--- src/rtl/vload_pkg.sv ---
package vload_pkg;

  localparam logic [9:0] OPC_HIGH = 10'b1000010110;
  localparam logic [2:0] OPC_MID  = 3'b010;
  localparam logic [4:0] SP_SEL   = 5'd31;

  typedef enum logic [1:0] {
    SQ_IDLE  = 2'd0,
    SQ_ISSUE = 2'd1,
    SQ_AWAIT = 2'd2
  } seq_state_t;

  typedef struct packed {
    logic              hit;
    logic [4:0]        rn;
    logic [4:0]        zt;
    logic signed [8:0] imm;
  } ld_fields_t;

  function automatic ld_fields_t split_word(input logic [31:0] w);
    ld_fields_t f;
    f.hit = (w[31:22] == OPC_HIGH) && (w[15:13] == OPC_MID);
    f.rn  = w[9:5];
    f.zt  = w[4:0];
    f.imm = {w[21:16], w[12:10]};
    return f;
  endfunction

  function automatic logic [63:0] scaled_start(input logic [63:0] base,
                                               input logic [8:0]  imm,
                                               input logic [63:0] vbytes);
    logic [63:0] ext;
    ext = {{55{imm[8]}}, imm};
    return base + (ext * vbytes);
  endfunction

endpackage

--- src/rtl/vload_decode.sv ---
module vload_decode
  import vload_pkg::*;
#(
  parameter int VL_BITS = 128
) (
  input  logic [31:0] instr,
  input  logic [63:0] xrd_data,
  input  logic [63:0] sp_value,
  output logic [4:0]  xrd_idx,
  output logic        word_hit,
  output logic        sp_based,
  output logic        sp_misaligned,
  output logic [4:0]  dest_idx,
  output logic [63:0] first_addr,
  output logic        first_aligned
);
  localparam logic [63:0] VBYTES = 64'(VL_BITS / 8);

  ld_fields_t  fld;
  logic [63:0] base_sel;

  always_comb begin
    fld           = split_word(instr);
    xrd_idx       = fld.rn;
    word_hit      = fld.hit;
    sp_based      = (fld.rn == SP_SEL);
    sp_misaligned = (sp_value[3:0] != 4'h0);
    base_sel      = sp_based ? sp_value : xrd_data;
    dest_idx      = fld.zt;
    first_addr    = scaled_start(base_sel, fld.imm, VBYTES);
    first_aligned = (first_addr[3:0] == 4'h0);
  end
endmodule

--- src/rtl/vload_byte_seq.sv ---
module vload_byte_seq
  import vload_pkg::*;
#(
  parameter int NBYTES = 16,
  localparam int CNT_W = (NBYTES > 1) ? $clog2(NBYTES) : 1
) (
  input  logic             clk,
  input  logic             rst_n,
  input  logic             launch,
  input  logic [63:0]      base_addr,
  input  logic             mem_ready,
  input  logic             mem_rvalid,
  output logic             mem_req,
  output logic [63:0]      mem_addr,
  output logic             busy,
  output logic             byte_we,
  output logic [CNT_W-1:0] byte_idx,
  output logic             finish
);
  localparam logic [CNT_W-1:0] LAST_IDX = CNT_W'(NBYTES - 1);

  seq_state_t state_q, state_d;
  logic [CNT_W-1:0] idx_q, idx_d;

  always_comb begin
    state_d = state_q;
    idx_d   = idx_q;
    mem_req = 1'b0;
    byte_we = 1'b0;
    finish  = 1'b0;
    unique case (state_q)
      SQ_IDLE: begin
        if (launch) begin
          state_d = SQ_ISSUE;
          idx_d   = '0;
        end
      end
      SQ_ISSUE: begin
        mem_req = 1'b1;
        if (mem_ready) state_d = SQ_AWAIT;
      end
      SQ_AWAIT: begin
        if (mem_rvalid) begin
          byte_we = 1'b1;
          if (idx_q == LAST_IDX) begin
            finish  = 1'b1;
            state_d = SQ_IDLE;
          end else begin
            idx_d   = idx_q + 1'b1;
            state_d = SQ_ISSUE;
          end
        end
      end
      default: state_d = SQ_IDLE;
    endcase
  end

  always_ff @(posedge clk or negedge rst_n) begin
    if (!rst_n) begin
      state_q <= SQ_IDLE;
      idx_q   <= '0;
    end else begin
      state_q <= state_d;
      idx_q   <= idx_d;
    end
  end

  assign busy     = (state_q != SQ_IDLE);
  assign byte_idx = idx_q;
  assign mem_addr = base_addr + 64'(idx_q);


  hold_req_chk: assert property (@(posedge clk) disable iff (!rst_n)
    (mem_req && !mem_ready) |=> (mem_req && $stable(mem_addr)));


  one_flight_chk: assert property (@(posedge clk) disable iff (!rst_n)
    (mem_req && mem_ready) |=> !mem_req);


  ascend_chk: assert property (@(posedge clk) disable iff (!rst_n)
    (byte_we && !finish) |=> (byte_idx == $past(byte_idx) + 1'b1));
endmodule

--- src/rtl/vload_assemble.sv ---
module vload_assemble #(
  parameter int NBYTES = 16,
  localparam int CNT_W = (NBYTES > 1) ? $clog2(NBYTES) : 1
) (
  input  logic               clk,
  input  logic               rst_n,
  input  logic               byte_we,
  input  logic [CNT_W-1:0]   byte_idx,
  input  logic [7:0]         byte_in,
  output logic [NBYTES*8-1:0] image
);
  for (genvar g = 0; g < NBYTES; g++) begin : g_lane
    logic [7:0] lane_q;
    always_ff @(posedge clk or negedge rst_n) begin
      if (!rst_n)                                   lane_q <= 8'h00;
      else if (byte_we && byte_idx == CNT_W'(g))    lane_q <= byte_in;
    end
    assign image[g*8 +: 8] = lane_q;
  end
endmodule

--- src/rtl/vreg_bytefill_loader.sv ---
module vreg_bytefill_loader
  import vload_pkg::*;
#(
  parameter int VL_BITS = 128,
  localparam int NBYTES = VL_BITS / 8,
  localparam int CNT_W  = (NBYTES > 1) ? $clog2(NBYTES) : 1
) (
  input  logic               clk,
  input  logic               rst_n,
  input  logic               start,
  input  logic [31:0]        instr,
  output logic [4:0]         xrd_idx,
  input  logic [63:0]        xrd_data,
  input  logic [63:0]        sp_value,
  output logic               mem_req,
  output logic [63:0]        mem_addr,
  output logic               mem_tagchk,
  output logic               mem_aligned,
  input  logic               mem_ready,
  input  logic               mem_rvalid,
  input  logic [7:0]         mem_rdata,
  output logic               vwr_en,
  output logic [4:0]         vwr_idx,
  output logic [VL_BITS-1:0] vwr_data,
  output logic               done,
  output logic               busy,
  output logic               fault_undef,
  output logic               fault_align
);
  logic        word_hit, sp_based, sp_misaligned, first_aligned;
  logic [4:0]  dest_idx;
  logic [63:0] first_addr;

  vload_decode #(.VL_BITS(VL_BITS)) u_dec (
    .instr(instr), .xrd_data(xrd_data), .sp_value(sp_value),
    .xrd_idx(xrd_idx), .word_hit(word_hit), .sp_based(sp_based),
    .sp_misaligned(sp_misaligned), .dest_idx(dest_idx),
    .first_addr(first_addr), .first_aligned(first_aligned)
  );

  logic accept, bad_word, bad_stack, launch;
  assign accept    = start && !busy;
  assign bad_word  = accept && !word_hit;
  assign bad_stack = accept && word_hit && sp_based && sp_misaligned;
  assign launch    = accept && word_hit && !bad_stack;

  logic [63:0] start_q;
  logic        tag_q, al_q;
  logic [4:0]  zt_q;

  always_ff @(posedge clk or negedge rst_n) begin
    if (!rst_n) begin
      start_q <= '0;
      tag_q   <= 1'b0;
      al_q    <= 1'b0;
      zt_q    <= '0;
    end else if (launch) begin
      start_q <= first_addr;
      tag_q   <= !sp_based;
      al_q    <= first_aligned;
      zt_q    <= dest_idx;
    end
  end

  logic             byte_we, finish;
  logic [CNT_W-1:0] byte_idx;

  vload_byte_seq #(.NBYTES(NBYTES)) u_seq (
    .clk(clk), .rst_n(rst_n), .launch(launch), .base_addr(start_q),
    .mem_ready(mem_ready), .mem_rvalid(mem_rvalid), .mem_req(mem_req),
    .mem_addr(mem_addr), .busy(busy), .byte_we(byte_we),
    .byte_idx(byte_idx), .finish(finish)
  );

  vload_assemble #(.NBYTES(NBYTES)) u_asm (
    .clk(clk), .rst_n(rst_n), .byte_we(byte_we), .byte_idx(byte_idx),
    .byte_in(mem_rdata), .image(vwr_data)
  );

  always_ff @(posedge clk or negedge rst_n) begin
    if (!rst_n) begin
      fault_undef <= 1'b0;
      fault_align <= 1'b0;
      vwr_en      <= 1'b0;
      done        <= 1'b0;
    end else begin
      fault_undef <= bad_word;
      fault_align <= bad_stack;
      vwr_en      <= finish;
      done        <= finish;
    end
  end

  assign vwr_idx     = zt_q;
  assign mem_tagchk  = tag_q;
  assign mem_aligned = al_q;


  undef_quiet_chk: assert property (@(posedge clk) disable iff (!rst_n)
    fault_undef |-> (!mem_req && !vwr_en && !busy));


  align_quiet_chk: assert property (@(posedge clk) disable iff (!rst_n)
    fault_align |-> (!mem_req && !busy && !fault_undef));


  write_pulse_chk: assert property (@(posedge clk) disable iff (!rst_n)
    vwr_en |=> !vwr_en);


  idle_quiet_chk: assert property (@(posedge clk) disable iff (!rst_n)
    !busy |-> !mem_req);


  attr_hold_chk: assert property (@(posedge clk) disable iff (!rst_n)
    (busy && $past(busy)) |-> ($stable(mem_aligned) && $stable(mem_tagchk)));
endmodule

--- config.mk ---
export PLATFORM = sky130hd
export DESIGN_NAME = vreg_bytefill_loader
export DESIGN_NICKNAME = d
export VERILOG_FILES = /design/src/rtl/vload_pkg.sv /design/src/rtl/vload_decode.sv /design/src/rtl/vload_byte_seq.sv /design/src/rtl/vload_assemble.sv /design/src/rtl/vreg_bytefill_loader.sv
export SDC_FILE = /design/constraint.sdc
export NUM_CORES = 1
export LEC_CHECK = 0
export CAP_MARGIN = 5
export CORE_AREA = 2 2 150 152
export CTS_BUF_LIST = sky130_fd_sc_hd__clkbuf_16
export CTS_CLUSTER_SIZE = 24
export DETAILED_ROUTE_END_ITERATION = 12
export DIE_AREA = 0 0 152 154
export DONT_BUFFER_PORTS = 1
export HOLD_SLACK_MARGIN = 0.03
export PLACE_DENSITY = 0.78
export SLEW_MARGIN = 15
export SYNTH_ARGS = -nofsm -noshare
export SYNTH_HDL_FRONTEND = slang
export SYNTH_SLANG_ARGS = --single-unit
--- constraint.sdc ---
create_clock -name clk -period 4.5 [get_ports clk]
set_input_delay 0.225 -clock clk [delete_from_list [all_inputs] [get_ports clk]]
set_output_delay 0.225 -clock clk [all_outputs]
set_load 0.01 [all_outputs]
Word-level counts from Yosys, hierarchy flattened --
Cells that the tools add are included.
Storage, ports and cells: register bits 208, bits in latches 0, memory bits (writable) 0, bits in read-only memories 0, input port bits 173, memories kept 0
Operators by class: add/sub/neg operators 3, multiply operators 0, divide/modulo/power cells 0, order comparisons 0, equal/unequal tests 24, shift-type cells 0, mux-type cells 16, bitwise gates (word level) 0, reductions and logical operators 35
Operators by type and width (count):
- $add 64x4->64 | 1
- $add 64x64->64 | 1
- $mux 64 | 1
- $eq 4x4->1 const B | 8
- $logic_and 1x1->1 | 23
- $eq 4x3->1 const B | 4
- $mux 4 | 3
- $eq 10x10->1 const B | 1
- $eq 4x2->1 const B | 2
- $logic_not 4->1 | 2
- $ne 2x2->1 const B | 4
- $pmux 4 s2 | 1
- $mux 1 | 7
- $mux 2 | 3
- $pmux 2 s3 | 1
- $eq 5x5->1 const B | 1
- $add 4x1->4 const B | 1
- $eq 4x1->1 const B | 1
- $logic_not 1->1 | 4
- $reduce_and 4->1 | 1
- $reduce_bool 2->1 | 2
- $reduce_bool 4->1 | 1
- $eq 3x2->1 const B | 1
- $reduce_and 3->1 | 1
- 3 further kinds | 3

Logic depth before layout (Yosys ltp) --
depth in word-level cells 10, mapped depth 17, mapped depth without buffers 14

Cells and area by module --
A second synthesis with hierarchy kept.
Second synthesis, totals: cell total of the unflattened synthesis 1464, area, all modules 14101.0 sq um
Modules (own cells, without submodules):
- vload_assemble | instances 1, cells an instance 294, area each 4943.5 sq um, sequential area each 3203.1 sq um
- vload_decode | instances 1, cells an instance 752, area each 4529.3 sq um, sequential area each 0.0 sq um
- vreg_bytefill_loader | instances 1, cells an instance 159, area each 2787.7 sq um, sequential area each 1851.8 sq um
- vload_byte_seq | instances 1, cells an instance 259, area each 1840.5 sq um, sequential area each 150.1 sq um

Worst setup path before layout --
No wires, ideal clock.
path type input to register, start input port instr[8], end register start_q[56], setup time 0.124 ns, arrival 4.175 ns, data required time 4.376 ns, setup slack 0.201 ns, stages 16, path buffers 2, cell sequence and3_1 -> nand3_1 -> clkbuf_1 -> clkbuf_1 -> mux2_2 -> ha_1 -> fa_1 -> a211oi_2 -> o21ai_1 -> a22o_1 -> a221o_1 -> a41oi_4 -> o2111ai_4 -> a31oi_4 -> mux2i_1 -> a211o_1
On the way: word-level cells in the longest chain between the ends 5, elaborated cells on any way between the ends 7
RTL lines:
- start: declaration | line vreg_bytefill_loader.sv:11 | input logic [31:0] instr,
- $eq 5x5->1 (*) | line vload_decode.sv:26 | sp_based = (fld.rn == SP_SEL);
- branches (longest 4 deep; another with $add 64x64->64)
- end signal: assignment | line vreg_bytefill_loader.sv:58 | start_q <= first_addr;
- end: declaration | line vreg_bytefill_loader.sv:47 | logic [63:0] start_q;
Mark *: on every way between the ends. A chain may end at the register's enable or synchronous reset.

Worst setup path in the final report --
start register u_seq.idx_q[0] (netlist: u_seq.byte_idx[0]), end output port mem_addr[60]
On the way: word-level cells in the longest chain between the ends 1
RTL lines:
- start: declaration | line vload_byte_seq.sv:23 | logic [CNT_W-1:0] idx_q, idx_d;
- start signal: assignment | line vload_byte_seq.sv:64 | idx_q <= idx_d;
- $add 64x4->64 | line vload_byte_seq.sv:70 | assign mem_addr = base_addr + 64'(idx_q);
- end: declaration | line vreg_bytefill_loader.sv:16 | output logic [63:0] mem_addr,
Every way passes these cells.

==> run metrics <==
unrepaired setup endpoints after global routing=false; DP Cell Count=1607; syn avg cell area=9.71 um2; DR iter-0 viols=648; Max Clk Rate=243 MHz; XOR/XNOR Fraction of Synth Area=7.24%; drt total wl=35200 um; TNS Setup=0 ns; H-tree Lvls=1; Ys Warns=0; maximum VDD drop=0.318 mV; row count=54; Slowest-stage cell, CP=dfrtp_1; Post-synth top flop=dfrtp_1; DRC Markers=0; Layout Cells excl Fill=1669; Final min period=4.11 ns; startpoint types=register; Critical Path RT=4.28 ns; Synth Register Bits=208; clk_skew=0.00496 ns; Core ar.=0.0217 mm2; CTS max path bufs=3; Post-Synth Simple-Gate Area=14.1%; Synth cell types=75; hold buffers post-CTS=28; Synth Area in Adders=6.82%; vias per cell=6.27; NumNets Final=1622; Clk pin slew, worst setup/hold paths=0.07 ns; largest family of logic cells by synthesized area=multiplexers; fin crit share=91.4%; overall routing resource usage=29.3%; clock sink count=208; full die area=0.0234 mm2; fill count=1629; worst slew pin tran=0.990 ns; worst hold margin=-0.563 ns; failing checks=hold timing; CTS tree=yes; grt total ovfl=0; Syn-to-layout area delta=8.05%; vias in the first global route=10.2k; crit-path max FO=7; Initial Util=61.9%; largest net degree at the start of global routing=209; status=complete, but fails checks; post-detailed-route count of antenna-violating nets=0; Static Leakage=6.88 nW; clk_lat worst skew=0.48 ns; CP most frequent cell=nand3_1; Mapped Area=0.0134 mm2; Post-synth EDFFs=0; maximum capacitance violations=0; WL per Instance=21.1 um; half-perimeter wire length after placement=26300 um; Final setup viols=0; fin util=66.9%; count of final hold-check violations=208; Final Max Slew Viols=0; Critical path buffers and inverters=2; total CTS buffers=20; Syn Inst Count=1383; layout cell share with drive strength beyond 1=18.0%; CP max stage delay=0.48 ns; crit path cell chain=ha_1, inv_1, fa_1, nor2b_1, o21ai_0, a21boi_0, buf_4, nand3_1, or2_1, nor3_2, nand3_1, nor2_1, xor2_1; slew margin rel.=33.8%; Port Buffer Count=0; initial antenna violation count=1; Hold WC Path Type=primary input to async pin; CP Capture Type=output port; Via Count=10.5k; asr flop ratio synth=100%; n_diodes=0; mux cell area share after synthesis=16.3%; Die Height=154 um; GP Congestion=0.950; post-synthesis sequential area ratio=38.8%; Ports=383; PwrDens=328 mW/mm2; global-route wire length before repair=56000 um; critical path arrival=3.89 ns; clock root buffer=clkbuf_16; Net Count, Synth=1628; TritonRoute pass-1 iters=7; Die W=152 um; Synth Area in Compound Gates=13.8%; Crit Path Class=register to output port; family with the most delay on the worst path=simple AND/OR/NAND/NOR gates
[worst register-to-register path, stage by stage, from the launching register on]
cell and delay (ns):
dfrtp_1 0.44, nor2_1 0.20, nand2_1 0.07, or2_1 0.29
nor2_2 0.40, buf_4 0.36, nand2_1 0.10, a2111oi_0 0.38
a311oi_1 0.09, o311ai_1 0.10
[synthesized netlist by cell type, types with 10 or more instances]
cell / number / area share, %
nand4_1: 25 / 1.2
o21ai_0: 90 / 3.4
a21oi_1: 80 / 3.0
dfrtp_1: 208 / 39
inv_1: 33 / 0.92
a31oi_1: 10 / 0.47
nand3_1: 40 / 1.5
nor2b_1: 11 / 0.51
nor3_1: 12 / 0.45
clkbuf_1: 54 / 1.5
o31ai_1: 10 / 0.56
nor2_1: 68 / 1.9
xor2_1: 42 / 2.7
ha_1: 70 / 6.5
and3_1: 27 / 1.3
nand2_1: 186 / 5.2
xnor2_1: 69 / 4.5
o21bai_1: 15 / 0.84
mux2_2: 189 / 16
a21o_1: 27 / 1.5
[path summary, 6_finish.rpt]
check,end,slack [ns],startpoint,cells past startpoint
worst max-delay path,mem_addr[60],0.39,u_seq.byte_idx[0],13
worst min-delay path,u_asm.g_lane[12].lane_q[3],-0.56,rst_n,0
worst max register to register,start_q[60],1.95,u_seq.state_q[0],9
worst min register to register,start_q[3],0.49,start_q[3],2
max in group asynchronous,u_asm.g_lane[8].lane_q[1],4.81,rst_n,0
min in group clk,u_seq.byte_idx[0],0.06,mem_rvalid,4
[area by class of cell]
type | instances | area (um2) | share of cell area, %
clock buffer | 21 | 526 | 3.62
clock inverter | 13 | 100 | 0.690
tap | 280 | 350 | 2.42
timing repair buffer | 36 | 353 | 2.43
sequential | 208 | 5200 | 35.9
inverter | 33 | 124 | 0.854
multi-input combinational | 1078 | 7850 | 54.1
[logic make-up after synthesis]
family / Yosys count
compound gates: 290
xor+xnor: 111
fa+ha+maj: 72
buf+inv: 97
flops: 208
mux: 195
simple gates: 410
[sequential cells by signal, summed over array words and instances (netlist names)]
register / cells
vwr_idx: 5
u_seq.byte_idx: 4
mem_aligned: 1
u_asm.g_lane.lane_q: 128
done: 1
fault_undef: 1
start_q: 64
fault_align: 1
u_seq.state_q: 2
mem_tagchk: 1
[per-layer routing]
metal | track usage, % | wire, um | vias to the layer above
li1 | - | - | 4915
met5 | 0 | 0 | -
met2 | 48.9 | 16700 | 447
met3 | 6.48 | 2780 | 80
met1 | 37.7 | 14400 | 5015
met4 | 10.8 | 1300 | 0
[report_power, final]
group / leakage (nW) / internal [W] / switching, W
Combinational: 3.70 / 0.000411 / 0.000526
Sequential: 2.88 / 0.00202 / 0.000201
Clock: 0.300 / 0.000906 / 0.000703
Total: 6.88 / 0.00333 / 0.00143
[placed cells by master (no fill, tap or decap), types with 33 or more instances in the layout]
cell type / Yosys / routed
xnor2_1: 69 / 69
xor2_1: 42 / 42
dfrtp_1: 208 / 208
ha_1: 70 / 70
nand2_1: 186 / 186
nor2_1: 68 / 67
mux2_2: 189 / 189
inv_1: 33 / 33
nand3_1: 40 / 39
a21oi_1: 80 / 80
o21ai_0: 90 / 90
[what timing repair did]
item                                   in CTS  in global routing
endpoints found under the hold margin     351                208
buffers inserted                            0                  0
resized for setup                           0                  0
[stage by stage]
step | hold WS, ns | total power (W) | setup WS (ns) | cell area, um2
5_1_grt | -0.581 | 0.00497 | 0.00846 | 14500
4_1_cts | -0.580 | 0.00477 | 0.356 | 14500
6_report | -0.563 | 0.00476 | 0.388 | 14500
2_1_floorplan | -0.0706 | 0.00291 | 0.201 | 13400
3_3_place_gp | -0.0662 | 0.00310 | 0.572 | 13600
3_5_place_dp | -0.0666 | 0.00313 | 0.463 | 13600
Power figures use the tool's default switching activity.
